$ cat src/rtl/cgi_pkg.sv
package cgi_pkg;
  localparam int NSRC     = 3;
  localparam int REG_W    = 8;
  localparam int SYNC_LEN = 2;
  localparam int SRC_RTI  = 0;
  localparam int SRC_LOCK = 1;
  localparam int SRC_SCM  = 2;
  localparam int EN_RUN_STOP = 3;
  localparam int EN_MON      = 4;
endpackage

$ cat src/rtl/cgi_sync.sv
module cgi_sync #(
  parameter int STAGES = 2
) (
  input  logic clk,
  input  logic rst_n,
  input  logic d,
  output logic q
);
  logic [STAGES-1:0] stg;

  always_ff @(posedge clk or negedge rst_n) begin
    if (!rst_n) stg <= '0;
    else        stg <= {stg[STAGES-2:0], d};
  end

  assign q = stg[STAGES-1];
endmodule

$ cat src/rtl/cgi_chg_det.sv
module cgi_chg_det #(
  parameter int SETTLE = 3
) (
  input  logic clk,
  input  logic rst_n,
  input  logic lvl,
  output logic chg
);
  localparam int CW = $clog2(SETTLE + 1);

  logic [CW-1:0] settle_cnt;
  logic          prev;
  logic          armed;

  assign armed = (settle_cnt == CW'(SETTLE));
  assign chg   = armed && (lvl != prev);

  always_ff @(posedge clk or negedge rst_n) begin
    if (!rst_n) begin
      settle_cnt <= '0;
      prev       <= 1'b0;
    end else begin
      prev <= lvl;
      if (!armed) settle_cnt <= settle_cnt + 1'b1;
    end
  end

  // a freshly reset detector stays quiet until the synchronizer has filled
  assert_quiet_after_reset_R1: assert property (@(posedge clk) disable iff (!rst_n)
    (settle_cnt == '0) |=> !chg);
endmodule

$ cat src/rtl/cgi_flag.sv
module cgi_flag (
  input  logic clk,
  input  logic rst_n,
  input  logic set,
  input  logic clr,
  output logic flag
);
  always_ff @(posedge clk or negedge rst_n) begin
    if (!rst_n) flag <= 1'b0;
    else        flag <= set | (flag & ~clr);
  end

  assert_set_wins_R8: assert property (@(posedge clk) disable iff (!rst_n)
    set |=> flag);
  assert_w1c_clears_R7: assert property (@(posedge clk) disable iff (!rst_n)
    (clr && !set) |=> !flag);
  assert_hold_R7: assert property (@(posedge clk) disable iff (!rst_n)
    (!clr && !set) |=> $stable(flag));
endmodule

$ cat src/rtl/cgi_irq_flags.sv
module cgi_irq_flags
  import cgi_pkg::*;
(
  input  logic             clk,
  input  logic             rst_n,
  input  logic             rti_tick_i,
  input  logic             pll_lock_i,
  input  logic             qc_fail_i,
  input  logic             ext_clk_lost_i,
  input  logic             pseudo_stop_i,
  input  logic             wr_en_i,
  input  logic             wr_addr_i,
  input  logic [REG_W-1:0] wr_data_i,
  input  logic             rd_addr_i,
  output logic [REG_W-1:0] rd_data_o,
  output logic             irq_rti_o,
  output logic             irq_lock_o,
  output logic             irq_scm_o,
  output logic [NSRC-1:0]  flags_o
);
  localparam int SETTLE = SYNC_LEN + 1;
  localparam int NLVL   = 2;

  logic [REG_W-1:0] en_q;
  logic [NSRC-1:0]  set_ev, clr_ev, flag_q, irq;
  logic [NLVL-1:0]  lvl_raw, lvl_sync, lvl_chg;
  logic             rti_live;

  // Enable register
  always_ff @(posedge clk or negedge rst_n) begin
    if (!rst_n)                       en_q <= '0;
    else if (wr_en_i && wr_addr_i)    en_q <= {3'b000, wr_data_i[4:0]};
  end

  // Self-clock level: quality failure always, lost clock only when monitored
  assign lvl_raw[0] = pll_lock_i;
  assign lvl_raw[1] = qc_fail_i | (ext_clk_lost_i & en_q[EN_MON]);

  generate
    for (genvar i = 0; i < NLVL; i++) begin : g_lvl
      cgi_sync #(.STAGES(SYNC_LEN)) u_sync (
        .clk(clk), .rst_n(rst_n), .d(lvl_raw[i]), .q(lvl_sync[i]));
      cgi_chg_det #(.SETTLE(SETTLE)) u_det (
        .clk(clk), .rst_n(rst_n), .lvl(lvl_sync[i]), .chg(lvl_chg[i]));
    end
  endgenerate

  assign rti_live           = !pseudo_stop_i || en_q[EN_RUN_STOP];
  assign set_ev[SRC_RTI]    = rti_tick_i && rti_live;
  assign set_ev[SRC_LOCK]   = lvl_chg[0];
  assign set_ev[SRC_SCM]    = lvl_chg[1];

  generate
    for (genvar s = 0; s < NSRC; s++) begin : g_src
      assign clr_ev[s] = wr_en_i && !wr_addr_i && wr_data_i[s];
      cgi_flag u_flag (
        .clk(clk), .rst_n(rst_n), .set(set_ev[s]), .clr(clr_ev[s]), .flag(flag_q[s]));
      assign irq[s] = flag_q[s] & en_q[s];
    end
  endgenerate

  assign flags_o    = flag_q;
  assign irq_rti_o  = irq[SRC_RTI];
  assign irq_lock_o = irq[SRC_LOCK];
  assign irq_scm_o  = irq[SRC_SCM];

  always_comb begin
    if (rd_addr_i) rd_data_o = en_q;
    else           rd_data_o = {3'b000, lvl_sync[1], lvl_sync[0], flag_q};
  end

  // a gated tick in pseudo stop cannot raise the real-time flag
  assert_stop_gate_R3: assert property (@(posedge clk) disable iff (!rst_n)
    (pseudo_stop_i && !en_q[EN_RUN_STOP] && !flag_q[SRC_RTI]) |=> !flag_q[SRC_RTI]);
  // a rising lock flag always follows a detected lock transition
  assert_lock_edge_R4: assert property (@(posedge clk) disable iff (!rst_n)
    $rose(flag_q[SRC_LOCK]) |-> $past(lvl_chg[0]));
  // no request without its enable
  assert_irq_masked_R9: assert property (@(posedge clk) disable iff (!rst_n)
    !en_q[SRC_SCM] |-> !irq_scm_o);
endmodule

$ cat config.mk
export PLATFORM = sky130hd
export DESIGN_NAME = cgi_irq_flags
export DESIGN_NICKNAME = d
export VERILOG_FILES = /design/src/rtl/cgi_pkg.sv /design/src/rtl/cgi_sync.sv /design/src/rtl/cgi_chg_det.sv /design/src/rtl/cgi_flag.sv /design/src/rtl/cgi_irq_flags.sv
export SDC_FILE = /design/constraint.sdc
export NUM_CORES = 1
export LEC_CHECK = 0
export ABC_AREA = 1
export ABC_CLOCK_PERIOD_IN_PS = 2200
export CAP_MARGIN = 10
export CORE_ASPECT_RATIO = 1.1
export CORE_MARGIN = 1.5
export CORE_UTILIZATION = 45
export DETAILED_ROUTE_END_ITERATION = 7
export PLACE_DENSITY_LB_ADDON = 0.05
export SYNTH_ARGS = -nofsm -noshare
export SYNTH_HDL_FRONTEND = slang
export SYNTH_SLANG_ARGS = --single-unit
$ cat constraint.sdc
create_clock -name clk -period 2.2 [get_ports clk]
set_clock_uncertainty 0.15 [all_clocks]
set_input_delay 0.33 -clock clk [delete_from_list [all_inputs] [get_ports clk]]
set_output_delay 0.33 -clock clk [all_outputs]
set_load 0.01 [all_outputs]
# Word-level counts from Yosys, hierarchy flattened
# Index checks and enable logic that the tools add are counted.
dict set report op_classes {
  n_reduce_logical 11
  n_addsub 2
  bitwise 14
  eq_ne 4
  n_mux 1
}
# op count
set op_table {}
lappend op_table {{1-bit logical AND} 8}
lappend op_table {{1-bit bitwise AND} 7}
lappend op_table {{5-bit two-way mux} 1}
lappend op_table {{2-bit by 1-bit adder with 2-bit output, second input constant} 2}
lappend op_table {{2-bit equality test, second input constant} 2}
lappend op_table {{1-bit OR} 4}
lappend op_table {{1-bit NOT} 3}
lappend op_table {{1-bit logical NOT} 2}
lappend op_table {{1-bit != test} 2}
lappend op_table {{1-bit logical OR} 1}
dict set report totals {
  out_inout_bits 14
  ff_bits 18
  input_bits 18
  word_cells 42
}

# Logic depth before layout (Yosys ltp)
dict set report logic_depth {
  ltp_word 6
  ltp_mapped 4
  ltp_nobuf 4
}

# Hierarchy
# Synthesis repeated with hierarchy kept, for this count alone.
dict set report hier_totals {
  hier_cells 104
  hier_area_um2 832.0
}
# mod seq_area_each_um2 cells_per_inst area_each_um2 n_inst
set modules_own_cells {}
lappend modules_own_cells {cgi_irq_flags 125.1 61 364.1 1}
lappend modules_own_cells {cgi_chg_det 75.1 12 123.9 2}
lappend modules_own_cells {cgi_flag 25.0 5 40.0 3}
lappend modules_own_cells {cgi_sync 50.0 2 50.0 2}

# Worst setup path before layout
# Ideal clock, no wire load.
dict set report synth_path {
  kind {input to output}
  startpoint {input port rd_addr_i}
  endpoint {output port rd_data_o[0]}
  t_arrival_ns 0.771
  required_ns 1.720
  path_stages 2
  n_path_buf 1
  setup_slack_ns 0.949
  cell_sequence {buf_2 > o21ai_0}
}
dict set report synth_between {
  elab_chain_cells 1
}
# item line
set synth_lines {}
lappend synth_lines {{from (decl)} cgi_irq_flags.sv:14} ;# input logic rd_addr_i,
lappend synth_lines {{5-bit two-way mux} cgi_irq_flags.sv:68} ;# if (rd_addr_i) rd_data_o = en_q;
lappend synth_lines {{to (decl)} cgi_irq_flags.sv:15} ;# output logic [REG_W-1:0] rd_data_o,
# Every way passes these cells.

# Final worst setup path
dict set report layout_path {
  startpoint {input port rd_addr_i}
  endpoint {output port rd_data_o[2]}
}
# Same word-level chain as after synthesis.

==> impl_metrics.sql <==
INSERT INTO impl_metrics (metric_group, metric, value, unit) VALUES
('routing', 'first_pass_iters', '1', ''),
('routing', 'drt-wirelength-per-cell', '10.4', 'µm'),
('critical_path', 'worst_r2r_path_depth', '3', ''),
('clock_tree', 'clock_tree_from_tritoncts', 'yes', ''),
('critical_path', 'r2r_setup_slack', '1130', 'ps'),
('floorplan', 'fp.coreArea', '1630', 'µm²'),
('clock_tree', 'clock_pin_transition_on_the_worst_setup_and_hold_timing_paths', '100', 'ps'),
('pwr', 'netSwitchingFraction', '25.1', '%'),
('pwr', 'p_comb_share', '19.1', '%'),
('final_layout', 'commonest_non_fill_non_tap_cell_in_the_layout', 'sky130_fd_sc_hd__nand2_1', ''),
('logic_synthesis', 'synth-seq-cells', '18', ''),
('final_layout', 'regArea', '450', 'µm²'),
('placement', 'place.detailed.hpwl', '1090', 'µm'),
('clock_tree', 'clock_tree.root_cell', 'sky130_fd_sc_hd__clkbuf_4', ''),
('final_layout', 'area_growth_syn_to_layout', '32.6', '%'),
('logic_synthesis', 'synthesis_warnings', '0', ''),
('worst_hold_path', 'holdCritPathClass', 'primary input to asynchronous set/reset pin', ''),
('placement', 'buffer_ports.inserted', '25', ''),
('logic_synthesis', 'netlist_instances', '95', ''),
('clock_tree', 'cts-htree-levels', '1', ''),
('routing', 'final_antenna_net_count', '0', ''),
('timing', 'max_freq', '517', 'MHz'),
('timing', 'hold_violations', '0', ''),
('pwr', 'p_seq_share', '52.3', '%'),
('critical_path', 'critPathMaxFanout', '10', ''),
('timing', 'final_max_slew_viol_count', '0', ''),
('critical_path', 'critPathKind', 'primary input to output port', ''),
('global_route', 'grt_overflow_total', '0', ''),
('pwr', 'clock_power_share', '28.6', '%'),
('critical_path', 'regToRegEndpoint', 'g_lvl[0].u_det.settle_cnt[1]', ''),
('final_layout', 'antenna_cells_inserted', '0', ''),
('critical_path', 'endpoint_kind', 'output port', ''),
('final_layout', 'num-nets-final', '140', ''),
('global_route', 'grt_antenna_before_repair', '0', ''),
('timing', 'period_minus_slack', '1930', 'ps'),
('clock_tree', 'tritoncts_num_sinks', '18', ''),
('clock_tree', 'post_cts_hold_buffer_count', '0', ''),
('clock_tree', 'clkLatencyLatePin', '290', 'ps'),
('run_status', 'outcome', 'completed', ''),
('routing', 'initialDrtViolationCount', '0', ''),
('critical_path', 'worst_ep_arrival_time', '1450', 'ps'),
('timing', 'fin_crit_sh', '87.9', '%'),
('routing', 'vias_per_cell', '4.85', ''),
('critical_path', 'worstReg2RegStart', 'g_lvl[0].u_det.settle_cnt[0]', ''),
('placement', 'gp_routability_congestion', '0.788', ''),
('routing', 'drc_errors', '0', ''),
('final_layout', 'multi_input_comb_area', '268', 'µm²'),
('clock_tree', 'cts_inserted_buffers', '3', ''),
('logic_synthesis', 'avgSynthCellArea', '8.61', 'µm²'),
('critical_path', 'worstPathRequired', '1720', 'ps'),
('floorplan', 'height_of_the_die', '47.7', 'µm'),
('global_route', 'vias_in_the_first_global_route', '628', ''),
('run', 'cap_violations', '0', ''),
('critical_path', 'critical_path_startpoint_category', 'primary input', ''),
('logic_synthesis', 'yosysUniqueCellTypes', '11', ''),
('logic_synthesis', 'seq_area_frac_synth', '55.0', '%'),
('floorplan', 'initial_utilization', '50.1', '%'),
('timing', 'grt_setup_unrepaired', 'false', ''),
('pwr', 'leakagePower', '0.000564', 'µW'),
('timing', 'fin_tns_setup', '0', 'ps'),
('pwr', 'internal_power', '531', 'µW'),
('final_layout', 'drive_gt1_share', '4.20', '%'),
('pwr', 'p_sw', '178', 'µW'),
('global_route', 'global_route_wire_length_before_repair', '2580', 'µm'),
('floorplan', 'num_rows', '15', ''),
('final_layout', 'nFillCells', '135', ''),
('clock_tree', 'cts-root-to-sink-buffers', '2', ''),
('floorplan', 'floorplan.die_area', '2080', 'µm²'),
('timing', 'setup_ws', '265', 'ps'),
('routing', 'detailroute.via_count', '660', ''),
('placement', 'placement.setup.worst_slack', '-17.3', 'ps'),
('routing', 'drt-total-wl', '1420', 'µm'),
('global_route', 'maximum_number_of_pins_on_one_net_before_global_route_repair', '19', ''),
('floorplan', 'die_width', '43.7', 'µm'),
('timing', 'final-setup-viol-count', '0', ''),
('global_route', 'grt_util_all_layers', '17.7', '%'),
('logic_synthesis', 'netlist_area_before_placement', '818', 'µm²'),
('pwr', 'peakVddDrop', '0.480', 'mV'),
('final_layout', 'leading_cell_types_in_the_layout_fill_and_taps_excluded', 'sky130_fd_sc_hd__nand2_1 (31), sky130_fd_sc_hd__clkdlybuf4s50_1 (24), sky130_fd_sc_hd__dfrtp_1 (18), sky130_fd_sc_hd__inv_1 (14), sky130_fd_sc_hd__nand3_1 (10)', ''),
('floorplan', 'num_io_pins', '32', ''),
('pwr', 'cellPowerDensity', '653', 'nW/µm²');
[per-stage QoR]
step,area (µm²),total power (µW),instances,util (%),hold slack (ps)
2_1_floorplan,826,438,97,-,-116
3_3_place_gp,1050,512,132,64.3,184
3_5_place_dp,1050,515,132,64.3,194
4_1_cts,1080,719,136,66.4,206
5_1_grt,1080,753,136,66.4,221
6_report,1080,708,136,66.4,207
[how the worst max path moves through the flow]
stage              start      endpoint  slack (ps)  cells past startpoint
5_1_grt        rd_addr_i  rd_data_o[2]         110                      4
4_1_cts        rd_addr_i  rd_data_o[2]         250                      4
2_1_floorplan  rd_addr_i  rd_data_o[0]         950                      2
3_5_place_dp   rd_addr_i  rd_data_o[2]         -20                      4
6_report       rd_addr_i  rd_data_o[2]         270                      4
3_3_place_gp   rd_addr_i  rd_data_o[4]          -3                      4
[power groups by stage]
stage / clock [µW] / sequential, µW / combinational [µW]
5_1_grt: 225 / 375 / 153
6_report: 203 / 370 / 135
4_1_cts: 210 / 371 / 138
2_1_floorplan: 0 / 372 / 65.9
3_5_place_dp: 0 / 377 / 138
3_3_place_gp: 0 / 376 / 136
[sequential cells by signal (all words and copies together), names as in the netlist]
name,count
en_q,5
g_lvl.u_det.settle_cnt,4
g_lvl.u_sync.stg,4
g_src.u_flag.flag,3
g_lvl.u_det.prev,2
[area by class of cell]
class                   instances  share of cell area (%)
flip-flops and latches         18                    41.5
well taps                      17                    1.96
multi-input cells              57                    24.7
inverters                      14                    4.84
repair buffers                 26                    23.6
clock buffers                   4                    3.34
[cell usage after synthesis]
| cell | count | share of area [%] |
|---|---|---|
| sky130_fd_sc_hd__o21ai_0 | 8 | 4.9 |
| sky130_fd_sc_hd__nand2_1 | 31 | 14 |
| sky130_fd_sc_hd__xnor2_1 | 2 | 2.1 |
| sky130_fd_sc_hd__conb_1 | 1 | 0.46 |
| sky130_fd_sc_hd__buf_2 | 2 | 1.2 |
| sky130_fd_sc_hd__inv_1 | 14 | 6.4 |
| sky130_fd_sc_hd__nand3_1 | 10 | 6.1 |
| sky130_fd_sc_hd__a21o_1 | 1 | 0.92 |
| sky130_fd_sc_hd__dfrtp_1 | 18 | 55 |
| sky130_fd_sc_hd__ha_1 | 2 | 3.1 |
| sky130_fd_sc_hd__buf_4 | 6 | 5.5 |
[cells by family (layout without fill, tap and decap cells)]
family,after synthesis,count (layout),synth area share [%]
AOI/OAI and AO/OA,9,9,5.81
xor gates and xnor gates,2,2,2.14
adders and majority gates,2,2,3.06
buffers and inverters,22,44,13.1
DFF,18,18,55.0
other,1,3,0.458
and+or+nand+nor,41,41,20.3
[routing by layer]
layer	wire, µm	track usage (%)	share of wire (%)
met1	610	21.7	43
met2	681	29.1	48
met3	82	3.77	5.8
met4	40	10.9	2.8
met5	0	0	0
[critical path, stage by stage]
cell,delay (ps)
sky130_fd_sc_hd__dlygate4sd2_1,410
sky130_fd_sc_hd__nand2_1,80
sky130_fd_sc_hd__o21ai_0,80
sky130_fd_sc_hd__clkdlybuf4s50_1,560
[what timing repair did]
action,in CTS,in global routing
endpoints found under the setup margin,4,0
setup buffers,0,0
gates resized for setup,1,0
Note: power is estimated with default switching activity, not from simulation.
